### src/rtl/dring_pkg.sv
// Shared constants and state type for the descriptor ring sequencer.
// Assumes a 4-word descriptor of 32-bit words with byte addressing.
package dring_pkg;
    typedef enum logic [2:0] {
        ST_IDLE,
        ST_FETCH,
        ST_CHECK,
        ST_XFER,
        ST_WB,
        ST_NEXT
    } dr_state_t;

    localparam int DESC_WORDS = 4;
    localparam int STEP_BYTES = 16;
    localparam int W_SRC = 0;
    localparam int W_LEN = 1;
    localparam int W_DST = 2;
    localparam int W_CTL = 3;

    localparam int CTL_FULL = 15;
    localparam int CTL_LAST = 14;
    localparam int CTL_INTR = 13;
    localparam int CTL_WRAP = 12;
    localparam int CTL_RSVD_W = 12;
endpackage

### src/rtl/dring_ptr.sv
// Descriptor pointer register and word address generation.
// Loads the base on reset, steps by one descriptor or reloads the base on wrap.
// Assumes base_ptr is stable whenever a load can happen.
module dring_ptr #(
    parameter int AW = 32,
    parameter int IW = 2
) (
    input  logic          clk,
    input  logic          rst_n,
    input  logic [AW-1:0] base_ptr,
    input  logic          advance,
    input  logic          wrap,
    input  logic [IW-1:0] word_sel,
    output logic [AW-1:0] desc_ptr,
    output logic [AW-1:0] word_addr
);
    import dring_pkg::*;

    logic [AW-1:0] cur_q;

    // Holds the current descriptor address, updated once per closed descriptor.
    always_ff @(posedge clk) begin
        if (!rst_n) begin
            cur_q <= base_ptr;
        end else if (advance) begin
            cur_q <= wrap ? base_ptr : cur_q + AW'(STEP_BYTES);
        end
    end

    // Byte address of the selected word inside the current descriptor.
    always_comb begin
        word_addr = cur_q + AW'({word_sel, 2'b00});
    end

    assign desc_ptr = cur_q;
endmodule

### src/rtl/dring_desc.sv
// Capture registers for the words of a fetched descriptor.
// One register per word, loaded when its index is acknowledged.
module dring_desc #(
    parameter int DW = 32,
    parameter int NW = 4,
    localparam int IW = $clog2(NW)
) (
    input  logic                  clk,
    input  logic                  rst_n,
    input  logic                  cap_en,
    input  logic [IW-1:0]         cap_idx,
    input  logic [DW-1:0]         cap_data,
    output logic [NW-1:0][DW-1:0] words
);
    for (genvar g = 0; g < NW; g++) begin : g_word
        logic [DW-1:0] word_q;

        // Latches read data for this word slot.
        always_ff @(posedge clk) begin
            if (!rst_n) begin
                word_q <= '0;
            end else if (cap_en && cap_idx == IW'(g)) begin
                word_q <= cap_data;
            end
        end

        assign words[g] = word_q;
    end
endmodule

### src/rtl/dring_status.sv
// Sticky buffer-not-ready status with write-one-to-clear.
// A set in the same cycle as a clear takes priority.
module dring_status (
    input  logic clk,
    input  logic rst_n,
    input  logic set_i,
    input  logic clr_i,
    output logic flag_o
);
    // Sticky flag update: set dominates clear.
    always_ff @(posedge clk) begin
        if (!rst_n) begin
            flag_o <= 1'b0;
        end else if (set_i) begin
            flag_o <= 1'b1;
        end else if (clr_i) begin
            flag_o <= 1'b0;
        end
    end
endmodule

### src/rtl/dma_ring_seq.sv
// Descriptor ring sequencer for one DMA channel.
// Fetches 4-word descriptors, starts the transfer engine for valid ones,
// writes the control word back with the valid flag cleared and steps or
// wraps to the next slot. An invalid descriptor parks the channel idle.
// Assumes the memory port holds its request until mem_ack, and the engine
// returns xfer_done or ext_done once per xfer_start.
module dma_ring_seq #(
    parameter int AW = 32,
    parameter int DW = 32,
    parameter int LW = 16
) (
    input  logic          clk,
    input  logic          rst_n,
    input  logic [AW-1:0] base_ptr,
    input  logic          chan_en,
    input  logic          cmpl_irq_en,
    input  logic          nrdy_clr,
    output logic          mem_req,
    output logic          mem_we,
    output logic [AW-1:0] mem_addr,
    output logic [DW-1:0] mem_wdata,
    input  logic [DW-1:0] mem_rdata,
    input  logic          mem_ack,
    output logic          xfer_start,
    output logic [AW-1:0] xfer_src,
    output logic [AW-1:0] xfer_dst,
    output logic [LW-1:0] xfer_len,
    input  logic          xfer_done,
    input  logic          ext_done,
    output logic          done_pulse,
    output logic          irq_pulse,
    output logic          nrdy_status,
    output logic          chan_idle
);
    import dring_pkg::*;

    localparam int IW = $clog2(DESC_WORDS);
    localparam logic [IW-1:0] LAST_IDX = IW'(DESC_WORDS - 1);

    dr_state_t                    state_q;
    logic [IW-1:0]                widx_q;
    logic                         normal_q;
    logic [DESC_WORDS-1:0][DW-1:0] words;
    logic [DW-1:0]                ctl;
    logic [IW-1:0]                word_sel;
    logic [AW-1:0]                desc_ptr;
    logic                         cap_en;
    logic                         nrdy_set;
    logic                         desc_valid;
    logic                         desc_unused;

    // Sequencing of fetch, check, transfer, write-back and step.
    always_ff @(posedge clk) begin
        if (!rst_n) begin
            state_q  <= ST_IDLE;
            widx_q   <= '0;
            normal_q <= 1'b0;
        end else begin
            case (state_q)
                ST_IDLE: begin
                    if (chan_en) begin
                        state_q <= ST_FETCH;
                        widx_q  <= '0;
                    end
                end
                ST_FETCH: begin
                    if (mem_ack) begin
                        if (widx_q == LAST_IDX) begin
                            state_q <= ST_CHECK;
                        end else begin
                            widx_q <= widx_q + 1'b1;
                        end
                    end
                end
                ST_CHECK: begin
                    state_q <= desc_valid ? ST_XFER : ST_IDLE;
                end
                ST_XFER: begin
                    if (ext_done) begin
                        normal_q <= 1'b0;
                        state_q  <= ST_WB;
                    end else if (xfer_done) begin
                        normal_q <= 1'b1;
                        state_q  <= ST_WB;
                    end
                end
                ST_WB: begin
                    if (mem_ack) begin
                        state_q <= ST_NEXT;
                    end
                end
                ST_NEXT: begin
                    state_q <= ST_FETCH;
                    widx_q  <= '0;
                end
                default: state_q <= ST_IDLE;
            endcase
        end
    end

    // Control word fields of the captured descriptor.
    assign ctl        = words[W_CTL];
    assign desc_valid = ctl[CTL_FULL];
    assign desc_unused = ^{words[W_LEN][DW-1:LW], ctl[DW-1:CTL_FULL+1],
                           ctl[CTL_RSVD_W-1:0], desc_ptr};

    // Memory port: word reads during fetch, one control write during write-back.
    always_comb begin
        mem_req   = (state_q == ST_FETCH) || (state_q == ST_WB);
        mem_we    = (state_q == ST_WB);
        word_sel  = (state_q == ST_WB) ? IW'(W_CTL) : widx_q;
        mem_wdata = '0;
        mem_wdata[CTL_LAST] = ctl[CTL_LAST];
        mem_wdata[CTL_INTR] = ctl[CTL_INTR];
        mem_wdata[CTL_WRAP] = ctl[CTL_WRAP];
    end

    // Engine start and status strobes.
    always_comb begin
        cap_en     = (state_q == ST_FETCH) && mem_ack;
        xfer_start = (state_q == ST_CHECK) && desc_valid;
        nrdy_set   = (state_q == ST_CHECK) && !desc_valid;
        done_pulse = (state_q == ST_NEXT) && normal_q && ctl[CTL_LAST];
        irq_pulse  = (state_q == ST_NEXT) && normal_q &&
                     (ctl[CTL_INTR] || (ctl[CTL_LAST] && cmpl_irq_en));
        chan_idle  = (state_q == ST_IDLE);
    end

    assign xfer_src = words[W_SRC][AW-1:0];
    assign xfer_dst = words[W_DST][AW-1:0];
    assign xfer_len = words[W_LEN][LW-1:0];

    dring_ptr #(.AW(AW), .IW(IW)) u_ptr (
        .clk      (clk),
        .rst_n    (rst_n),
        .base_ptr (base_ptr),
        .advance  (state_q == ST_NEXT),
        .wrap     (ctl[CTL_WRAP]),
        .word_sel (word_sel),
        .desc_ptr (desc_ptr),
        .word_addr(mem_addr)
    );

    dring_desc #(.DW(DW), .NW(DESC_WORDS)) u_desc (
        .clk     (clk),
        .rst_n   (rst_n),
        .cap_en  (cap_en),
        .cap_idx (widx_q),
        .cap_data(mem_rdata),
        .words   (words)
    );

    dring_status u_nrdy (
        .clk   (clk),
        .rst_n (rst_n),
        .set_i (nrdy_set),
        .clr_i (nrdy_clr),
        .flag_o(nrdy_status)
    );
endmodule

### config.mk
export PLATFORM = sky130hd
export DESIGN_NAME = dma_ring_seq
export DESIGN_NICKNAME = d
export VERILOG_FILES = /design/src/rtl/dring_pkg.sv /design/src/rtl/dring_ptr.sv /design/src/rtl/dring_desc.sv /design/src/rtl/dring_status.sv /design/src/rtl/dma_ring_seq.sv
export SDC_FILE = /design/constraint.sdc
export NUM_CORES = 1
export LEC_CHECK = 0
export ABC_CLOCK_PERIOD_IN_PS = 5100
export BUFFER_PORTS_ARGS = -buffer_cell sky130_fd_sc_hd__buf_2
export CAP_MARGIN = 20
export CORE_UTILIZATION = 50
export DETAILED_ROUTE_END_ITERATION = 10
export PLACE_DENSITY = 0.81
export SYNTH_ARGS = -nofsm -noshare
export SYNTH_HDL_FRONTEND = slang
export SYNTH_SLANG_ARGS = --single-unit
### constraint.sdc
create_clock -name clk -period 5.1 [get_ports clk]
set_clock_uncertainty 0.05 [all_clocks]
set_input_delay 1.02 -clock clk [delete_from_list [all_inputs] [get_ports clk]]
set_output_delay 1.02 -clock clk [all_outputs]
set_load 0.01 [all_outputs]
==> reports/metrics.cfg, run 1 <==
[detailed_routing]
drt_wl_total_um = 15800
dr.pass1.iters = 9
vias = 5441
ant_nets = 0
wl_per_cell_um = 15.1
drc = 28
drt_first_iter_violations = 493
routed_via_density = 5.19

[global_routing]
grt_remaining_overflow = 0
grt_pass1_vias = 5117
grt_max_degree = 61
grt_pass1_wl_um = 25600
grt.total_usage_pct = 26.4
antenna_found_initial = 0

[timing]
finalCriticalPeriod_ns = 4.69
whs_ns = 0.400
fin_crit_sh_pct = 92.0
drv_slew = 0
clock.fmax_mhz = 213
hold_viol = 0
slew_headroom_pct = 31.1
fin_tns_setup_ns = 0
worstMarginPinSlew_ns = 1.03
finalSetupViolCount = 0
rsz0062_at_grt = no

[power_and_ir_drop]
internal_power_w = 0.00195
p_seq_share_pct = 42.2
swShare_pct = 23.6
clockPowerShare_pct = 49.1
p_comb_share_pct = 8.7
power_switching_w = 0.000604
vdd.ir_drop.worst_mv = 0.323
leakagePower_nw = 3.15
power.density_nw_per_um2 = 344

[clocking]
cts_tree = done
numCtsBuffers = 17
clk_pin_slew_ns = 0.05
cts-htree-levels = 4
postCtsSetupRepairBufs = 0
clkLatencyLatePin_ns = 0.41
cts_resized = 0
cts_max_path_buffers = 2
cts_hold_buffers = 0
clock-sinks = 123
clock-root-buffer = clkbuf_16

[logic_synthesis]
ys_types = 44
yosys_warnings = 0
ys_seq_area_share_pct = 46.8
syn-cell-area_um2 = 5940
async_flop_share_pct = 0
ys.flop_type = dfxtp_1
syn_inst = 728
avgSynthCellArea_um2 = 8.16
synth.ff_latch_count = 123
synth_edf_count = 32

[floorplan]
dieWidth_um = 111
std_cell_rows = 39
start_util_pct = 51.6
die_height_um = 111
boundaryPins = 223
core_um2 = 11500
fp.dieArea_um2 = 12300

[worst_setup_path]
required_ns = 4.03
cp-start-kind = flip-flop
slowest_stage = or4_1
cp-end-kind = output port
worstPathCellList = nor2_1 -> and2_1 -> or2_2 -> ha_1 -> a21oi_1 -> or4_1 -> or4_4 -> xnor2_2 -> buf_2
cp_max_fo = 15
critPathArrivalTime_ns = 3.62
crit_type = reg -> out
max_stage_delay_ns = 0.72

[layout]
fillCellCount = 978
fin_area_um2 = 7430
fin_nets = 973
n_antenna_cell = 0
layout_commonest_cell = nand2_1
mostFrequentLayoutCells = 214 x nand2_1, 193 x buf_2, 91 x dfxtp_1
drive_above_1_share_pct = 26.6
areaGrowthSynthToFinish_pct = 25.1

[status]
run_status = finished with violations
violations = DRC

[place]
dpl.hpwl_um = 10800
dpl_cell_area_um2 = 6810
portBuffers = 193
gp_congestion = 0.879

[hold_path]
holdCritPathClass = reg -> reg

[run]
cap_violations = 0

registers in the layout, indices dropped and copies added, names as in the netlist:
register	count
u_desc.g_word.word_q	84
u_nrdy.flag_o	1
widx_q	2
state_q	3
normal_q	1
u_ptr.desc_ptr	32
per-stage QoR:
stage	instances	utilization (%)	setup WS, ns	total power [W]
5_1_grt	1048	64.5	0.282	0.00264
6_report	1048	64.5	0.410	0.00255
4_1_cts	1048	64.5	0.427	0.00257
3_3_place_gp	1017	59.1	0.949	0.00131
3_5_place_dp	1017	59.1	0.873	0.00132
2_1_floorplan	756	-	1.16	0.00124
power by group through the flow:
stage               Clock [W]  Sequential [W]  Combinational (W)
global placement            0         0.00109           0.000217
CTS                   0.00127         0.00108           0.000222
floorplan                   0         0.00109           0.000145
global route          0.00131         0.00108           0.000245
detailed placement          0         0.00110           0.000220
finish                0.00125         0.00108           0.000223
kinds of logic (layout without fill, tap and decap cells):
kind of cell / after synthesis / after routing / share of synthesized area, %
AO/OA/AOI/OAI: 128 / 128 / 11.1
other: 1 / 29 / 0.0631
AND/OR/NAND/NOR: 319 / 319 / 23.7
XOR/XNOR: 54 / 54 / 8.09
multiplexers: 2 / 2 / 0.358
flip-flops: 123 / 123 / 46.8
adder cells (fa/ha/maj): 8 / 8 / 1.81
buffers and inverters: 93 / 242 / 8.04
worst max-delay path: cells and delay by family (launching register included):
family,cells,cell delay [ns]
AO/OA/AOI/OAI,1,0.15
XOR/XNOR,1,0.14
adder cells (fa/ha/maj),1,0.28
buffers and inverters,1,0.14
flip-flops,1,0.60
AND/OR/NAND/NOR,5,1.89
final cells by class:
type / count / area [um^2] / area share [%]
Timing Repair Buffer: 200 / 1020 / 13.7
Tap cell: 143 / 179 / 2.41
Sequential cell: 123 / 2780 / 37.4
Inverter: 11 / 41.3 / 0.556
Multi-Input combinational cell: 540 / 2790 / 37.5
Clock inverter: 9 / 135 / 1.82
Clock buffer: 22 / 485 / 6.53
synthesized netlist by cell type (2+ instances only):
cell type    n  share of area (%)
a31oi_1      2               0.21
nor4_1       6               0.63
and3_1       6               0.63
nor2b_1      3               0.32
nor3_1      13                1.1
or4_1        3               0.38
nor2_1      18                1.1
xnor2_1     24                3.5
ha_1         7                1.5
a21oi_1     90                7.6
and4_1       3               0.44
dfxtp_1     91                 31
and2_1       9               0.95
nand4_1      8               0.84
clkbuf_1    47                3.0
or2_2        5               0.53
xor2_1      29                4.3
or3_1        3               0.32
o21ai_1      5               0.42
nand3b_1     2               0.25
nand3_1     15                1.3
nand2b_1     6               0.63
inv_1       10               0.63
buf_4       34                4.3
o21ai_0     26                2.2
nand2_1    214                 14
edfxtp_1    32                 16
worst paths after layout:
kind | depth (start not counted) | end | startpoint | slack [ns]
worst max register to register | 5 | u_desc.g_word[0].word_q[12] | state_q[0] | 2.40
worst min register to register | 2 | u_desc.g_word[2].word_q[12] | u_desc.g_word[2].word_q[12] | 0.40
worst min-delay path | 2 | u_desc.g_word[2].word_q[12] | u_desc.g_word[2].word_q[12] | 0.40
worst max-delay path | 9 | mem_addr[29] | state_q[1] | 0.41
metal layers:
| layer | wire (um) | share of wire [%] | global-route usage, % |
|---|---|---|---|
| met5 | 0 | 0 | 0 |
| met4 | 274 | 1.7 | 9.46 |
| met3 | 1470 | 9.3 | 9.46 |
| met2 | 7470 | 47 | 43.2 |
| met1 | 6590 | 42 | 32.0 |
Power figures use the tool's default switching activity.
==> run 2, diff against run 1 <==
--- a/config.mk
+++ b/config.mk
@@ -5,12 +5,13 @@
 export SDC_FILE = /design/constraint.sdc
 export NUM_CORES = 1
 export LEC_CHECK = 0
+export ABC_AREA = 1
 export ABC_CLOCK_PERIOD_IN_PS = 5100
 export BUFFER_PORTS_ARGS = -buffer_cell sky130_fd_sc_hd__buf_2
 export CAP_MARGIN = 20
 export CORE_UTILIZATION = 50
 export DETAILED_ROUTE_END_ITERATION = 10
-export PLACE_DENSITY = 0.81
+export PLACE_DENSITY = 0.8
 export SYNTH_ARGS = -nofsm -noshare
 export SYNTH_HDL_FRONTEND = slang
 export SYNTH_SLANG_ARGS = --single-unit
==> reports/metrics.cfg, run 2 <==
[status]
run_status = finished, final reports clean

[floorplan]
die_height_um = 116  ; +4.7%
boundaryPins = 223  ; unchanged
fp.dieArea_um2 = 13500  ; +9.7%
start_util_pct = 51.5  ; -0.072 points
dieWidth_um = 116  ; +4.7%
std_cell_rows = 41  ; +5.1%
core_um2 = 12700  ; +10%

[timing]
clock.fmax_mhz = 252  ; +18%
hold_viol = 0  ; unchanged
finalSetupViolCount = 0  ; unchanged
finalCriticalPeriod_ns = 3.96  ; -0.727 ns
drv_slew = 0  ; unchanged
fin_crit_sh_pct = 77.7  ; -14 points
rsz0062_at_grt = no
slew_headroom_pct = 42.3  ; +11 points
worstMarginPinSlew_ns = 0.865  ; -0.168 ns
fin_tns_setup_ns = 0  ; unchanged

[hold_path]
worstHoldPathCells = 2  ; unchanged
hold_start = u_desc.g_word[0].word_q[22]
hold_end = u_desc.g_word[0].word_q[22]
holdCritPathClass = reg -> reg

[worst_setup_path]
required_ns = 4.03  ; about the same
worstPathCellList = inv_2 -> nand2_1 -> nor2_2 -> nor2_1 -> inv_1 -> ha_1 -> a21oi_1 -> inv_1 -> nand3_1 -> xor2_1 -> buf_2
crit_start = state_q[0]
worstReg2RegEnd = u_desc.g_word[1].word_q[9]
crit_buf_inv = 4  ; +3
max_stage_delay_ns = 0.50  ; -0.22 ns
cp-end-kind = output port
cp_max_fo = 5  ; -10
slowest_stage = a21oi_1
critPathArrivalTime_ns = 2.89  ; -0.73 ns
crit_family = buffers and inverters
rrSetupSlack_ns = 2.61  ; +0.21 ns
rr_startpoint = state_q[0]
cp-start-kind = flip-flop
crit_cells = 11  ; +2
crit_type = reg -> out
reg2reg_depth = 6  ; +1
cp_common_cell = inv_1

[clocking]
clock-sinks = 123  ; unchanged
postCtsSetupRepairBufs = 0  ; unchanged
cts-htree-levels = 4  ; unchanged
clock-root-buffer = clkbuf_16
clk_pin_slew_ns = 0.05  ; about the same
cts_max_path_buffers = 2  ; unchanged
cts_tree = done
clkLatencyLatePin_ns = 0.42  ; about the same
cts_hold_buffers = 0  ; unchanged
numCtsBuffers = 17  ; unchanged
cts_resized = 0  ; unchanged

[place]
portBuffers = 193  ; unchanged
dpl_cell_area_um2 = 7430  ; +9.1%
gp_congestion = 0.928  ; +5.6%
place_inst = 1178  ; +16%
dpl.hpwl_um = 12300  ; +15%

[run]
cap_violations = 0  ; unchanged

[detailed_routing]
drt_wl_total_um = 17500  ; +11%
wirelength_met1_um = 7290  ; +11%
top_layer = met4
route.met2.wl_um = 8410  ; +12%
wl_per_cell_um = 14.4  ; -4.3%
drc = 0  ; -100%
ant_nets = 0  ; unchanged
dr.pass1.iters = 7  ; -2
dr_wl_met3_um = 1460  ; -0.41%
drt_first_iter_violations = 403  ; -18%
routed_via_density = 5.03  ; -3.1%
vias = 6091  ; +12%

[logic_synthesis]
synth_most_common_cell = nand2_1
syn-cell-area_um2 = 6530  ; +9.9%
muxShareOfSynthArea_pct = 0.153  ; -0.20 points
synth_edf_count = 32  ; unchanged
ys_seq_area_share_pct = 42.6  ; -4.2 points
async_flop_share_pct = 0  ; unchanged
synth_adder_area_share_pct = 1.65  ; -0.16 points
yosys_warnings = 0  ; unchanged
ys_types = 35  ; -20%
synth_simple_gate_area_share_pct = 30.9  ; +7.2 points
synth-compound-area-share_pct = 8.68  ; -2.4 points
ys.flop_type = dfxtp_1
synth_area_leaders = dfxtp_1 28%, edfxtp_1 15%, nand2_1 13%
avgSynthCellArea_um2 = 7.66  ; -6.1%
synth.ff_latch_count = 123  ; unchanged
synth_top_family_by_area = simple AND/OR/NAND/NOR gates
synth_area_leader_cell = dfxtp_1
synth_top_cells_by_count = 219 x nand2_1, 114 x nand3_1, 95 x a21oi_1, 91 x dfxtp_1, 53 x inv_1
synthXorXnorAreaFrac_pct = 5.48  ; -2.6 points
synth_top_area_share_pct = 27.9  ; -2.8 points
syn_inst = 852  ; +17%

[layout]
fin_nets = 1106  ; +14%
utilization_pct = 63.4  ; -1.2 points
largest_reg_flops = 84  ; unchanged
fillCellCount = 1122  ; +15%
mostFrequentLayoutCells = 219 x nand2_1, 193 x buf_2, 114 x nand3_1
layout_commonest_cell = nand2_1
drive_above_1_share_pct = 27.2  ; +0.61 points
top_register = u_desc.g_word.word_q
n_antenna_cell = 0  ; unchanged
areaGrowthSynthToFinish_pct = 23.0
fin_area_um2 = 8030  ; +8.0%
layout.cells.non_filler = 1211  ; +16%

[global_routing]
antenna_found_initial = 0  ; unchanged
grt_pass1_vias = 5573  ; +8.9%
grt_max_degree = 84  ; +38%
grt_pass1_wl_um = 27300  ; +6.7%
grt_remaining_overflow = 0  ; unchanged
grt.total_usage_pct = 26.3  ; -0.072 points

[power_and_ir_drop]
vdd.ir_drop.worst_mv = 0.279  ; -14%
leakagePower_nw = 3.73  ; +18%
power.density_nw_per_um2 = 401  ; +17%

==> run 2: worst reg2reg max path, delay by kind of cell, from the launching register on <==
kind	cells	cell delay [ns]
simple gates	4	1.17
buf+inv	1	0.63
flops	1	0.42
compound gates	1	0.08
==> run 2: area by class of cell <==
cell class | instances | area [um^2] | share of cell area, %
clock inverters | 13 | 139 | 1.73
repair buffers | 202 | 1050 | 13.1
clock buffers | 19 | 443 | 5.52
inverters | 60 | 225 | 2.81
flip-flops and latches | 123 | 2780 | 34.7
well taps | 172 | 215 | 2.68
multi-input cells | 622 | 3170 | 39.5
==> run 2: how the worst max path moves through the flow <==
stage	endpoint
detailed placement	mem_addr[21]
finish	mem_addr[21]
CTS	mem_addr[21]
floorplan	mem_addr[30]
global route	mem_addr[21]
global placement	mem_addr[21]
==> run 2: per-stage QoR <==
step | total power, W | hold slack (ns) | setup slack [ns]
final | 0.00322 | 0.407 | 1.14
after global routing | 0.00339 | 0.423 | 0.885
after CTS | 0.00323 | 0.410 | 1.12
after detailed placement | 0.00204 | 0.399 | 1.58
after global placement | 0.00203 | 0.395 | 1.67
after floorplan | 0.00178 | 0.400 | 1.89
==> run 2: where the power goes <==
group | switching (W) | internal [W] | total, W | leakage, nW
Combinational | 0.000553 | 0.000273 | 0.000827 | 2.39
Sequential | 0.0000904 | 0.00111 | 0.00120 | 1.05
Clock | 0.000456 | 0.000735 | 0.00119 | 0.289
==> run 2: kinds of logic (layout without fill, tap and decap cells) <==
logic type / Yosys count / in the layout
multiplexers: 1 / 1
AND/OR/NAND/NOR: 432 / 432
flip-flops: 123 / 123
buffers and inverters: 135 / 294
adder cells (fa/ha/maj): 8 / 8
other: 1 / 29
AO/OA/AOI/OAI: 112 / 112
XOR/XNOR: 40 / 40
==> run 2: metal layers <==
layer	vias to the layer above	global-route usage, %
met4	0	9.57
met3	25	9.70
met5	-	0
met2	228	43.3
li1	3046	-
met1	2792	31.5
==> run 3, diff against run 2 <==
--- a/config.mk
+++ b/config.mk
@@ -6,7 +6,7 @@
 export NUM_CORES = 1
 export LEC_CHECK = 0
 export ABC_AREA = 1
-export ABC_CLOCK_PERIOD_IN_PS = 5100
+export ABC_CLOCK_PERIOD_IN_PS = 4000
 export BUFFER_PORTS_ARGS = -buffer_cell sky130_fd_sc_hd__buf_2
 export CAP_MARGIN = 20
 export CORE_UTILIZATION = 50
==> constraint.sdc (replaced) <==
create_clock -name clk -period 4 [get_ports clk]
set_clock_uncertainty 0.05 [all_clocks]
set_input_delay 0.8 -clock clk [delete_from_list [all_inputs] [get_ports clk]]
set_output_delay 0.8 -clock clk [all_outputs]
set_load 0.01 [all_outputs]
==> reports/metrics.cfg, run 3 (synthesis results as in run 2) <==
[global_routing]
grt_remaining_overflow = 0  ; unchanged
grt.total_usage_pct = 26.1  ; -0.25 points
grt_pass1_vias = 5570  ; -0.054%
grt_pass1_wl_um = 27100  ; -0.53%
antenna_found_initial = 0  ; unchanged
grt_max_degree = 84  ; unchanged

[detailed_routing]
drc = 0  ; unchanged
route.met2.wl_um = 8300  ; -1.3%
ant_nets = 0  ; unchanged
wl_per_cell_um = 14.2  ; -1.8%
drt_first_iter_violations = 421  ; +4.5%
wirelength_met1_um = 7150  ; -1.9%
routed_via_density = 5.03  ; about the same
top_layer = met4
dr_wl_met3_um = 1510  ; +3.2%
vias = 6094  ; +0.049%
dr.pass1.iters = 5  ; -2
drt_wl_total_um = 17200  ; -1.8%

[timing]
drv_slew = 0  ; unchanged
clock.fmax_mhz = 274
rsz0062_at_grt = no
fin_tns_setup_ns = 0  ; unchanged
finalSetupViolCount = 0  ; unchanged
finalCriticalPeriod_ns = 3.66
hold_viol = 0  ; unchanged
worstMarginPinSlew_ns = 0.861  ; -0.00397 ns
fin_crit_sh_pct = 91.4
slew_headroom_pct = 42.6  ; +0.26 points

[clocking]
clkLatencyLatePin_ns = 0.41  ; about the same
cts_tree = done
clock-root-buffer = clkbuf_16
numCtsBuffers = 17  ; unchanged
cts_max_path_buffers = 2  ; unchanged
cts_hold_buffers = 0  ; unchanged
postCtsSetupRepairBufs = 0  ; unchanged
cts_resized = 0  ; unchanged
clock-sinks = 123  ; unchanged
cts-htree-levels = 4  ; unchanged
clk_pin_slew_ns = 0.06  ; about the same

[floorplan]
die_height_um = 116  ; unchanged
std_cell_rows = 41  ; unchanged
fp.dieArea_um2 = 13500  ; unchanged
boundaryPins = 223  ; unchanged
core_um2 = 12700  ; unchanged
dieWidth_um = 116  ; unchanged
start_util_pct = 51.5  ; unchanged

[worst_setup_path]
cp_max_fo = 6  ; +1
rr_startpoint = state_q[0]
required_ns = 3.15  ; -0.88 ns
reg2reg_depth = 7  ; +1
crit_type = reg -> out
max_stage_delay_ns = 0.54  ; +0.04 ns
rrSetupSlack_ns = 1.91  ; -0.70 ns
worstReg2RegEnd = u_desc.g_word[0].word_q[11]
cp-end-kind = output port
slowest_stage = fa_1
critPathArrivalTime_ns = 2.81  ; -0.08 ns
worstPathCellList = inv_2 -> nand2_1 -> nor2_2 -> inv_1 -> nand2_1 -> ha_1 -> inv_1 -> fa_1 -> nor2_1 -> inv_1 -> nor3_2 -> nand2_1 -> xor2_1 -> buf_2
cp-start-kind = flip-flop

[power_and_ir_drop]
power_switching_w = 0.00140  ; +27%
power.density_nw_per_um2 = 507  ; +26%
swShare_pct = 34.2  ; +0.039 points
leakagePower_nw = 3.75  ; +0.34%
clockPowerShare_pct = 36.4  ; -0.6 points
internal_power_w = 0.00269  ; +27%
p_seq_share_pct = 37.6  ; +0.2 points
p_comb_share_pct = 26.0  ; +0.3 points
vdd.ir_drop.worst_mv = 0.364  ; +31%
p_total_w = 0.00408  ; +27%

[layout]
drive_above_1_share_pct = 27.3  ; +0.096 points
fillCellCount = 1129  ; +0.62%
top_register = u_desc.g_word.word_q
fin_nets = 1107  ; +0.090%
fin_area_um2 = 8060  ; +0.34%
layout.cells.non_filler = 1211  ; unchanged
mostFrequentLayoutCells = 219 x nand2_1, 193 x buf_2, 114 x nand3_1
areaGrowthSynthToFinish_pct = 23.4
largest_reg_flops = 84  ; unchanged
n_antenna_cell = 0  ; unchanged
layout_commonest_cell = nand2_1

[hold_path]
hold_start = u_desc.g_word[0].word_q[18]
worstHoldPathCells = 2  ; unchanged
hold_end = u_desc.g_word[0].word_q[18]
holdCritPathClass = reg -> reg

[place]
gp_congestion = 0.906  ; -2.4%
dpl_cell_area_um2 = 7420  ; -0.10%
portBuffers = 193  ; unchanged
dpl.hpwl_um = 11900  ; -3.7%
place_inst = 1178  ; unchanged

[run]
cap_violations = 0  ; unchanged

[status]
run_status = finished, final reports clean

-- run 3: changes by cell type in the layout (fill, tap and decap cells not counted) --
cell and change:
clkbuf_1 -1, clkbuf_8 +2, buf_16 +2, inv_6 +1, buf_4 +1, bufinv_16 -1, clkinv_2 -2, buf_8 -2
clkinv_4 +1, inv_4 -1
-- run 3: layout make-up --
class,instances,area (um^2),area share (%)
sequential,123,2780,34.5
clock inverter,11,110,1.37
inverter,60,225,2.80
tap,172,215,2.67
timing repair buffer,203,1080,13.4
multi-input combinational,622,3170,39.4
clock buffer,20,467,5.79
-- run 3: worst max path at each step --
stage,start,endpoint,cells after the start,slack [ns]
after floorplan,state_q[0],mem_addr[30],13,1.01
after global placement,state_q[0],mem_addr[30],14,0.84
after global routing,state_q[0],mem_addr[30],14,0.09
after CTS,state_q[0],mem_addr[30],14,0.35
after detailed placement,state_q[0],mem_addr[30],14,0.80
final,state_q[0],mem_addr[30],14,0.34
-- run 3: power groups by stage --
stage          sequential [W]  combinational [W]  clock, W
2_1_floorplan         0.00156           0.000707         0
3_3_place_gp          0.00155            0.00104         0
3_5_place_dp          0.00155            0.00104         0
4_1_cts               0.00153            0.00104   0.00151
5_1_grt               0.00155            0.00119   0.00157
6_report              0.00153            0.00106   0.00149
-- run 3: through the flow --
step	setup slack (ns)	util (%)	hold slack [ns]
2_1_floorplan	1.01	-	0.400
3_3_place_gp	0.839	58.6	0.395
3_5_place_dp	0.800	58.6	0.402
4_1_cts	0.349	63.1	0.412
5_1_grt	0.0870	63.6	0.422
6_report	0.344	63.6	0.407
-- run 3: routing by layer --
layer | up-vias | global-route usage, %
met2 | 261 | 42.6
li1 | 3045 | -
met3 | 16 | 9.39
met1 | 2772 | 32.5
met5 | - | 0
met4 | 0 | 7.09
-- run 3: worst max-delay path, delay by kind of cell (launching register included) --
family | cells | cell delay (ns)
XOR/XNOR | 1 | 0.14
AND/OR/NAND/NOR | 6 | 0.81
buffers and inverters | 5 | 0.41
adder cells (fa/ha/maj) | 2 | 0.69
flip-flops | 1 | 0.36
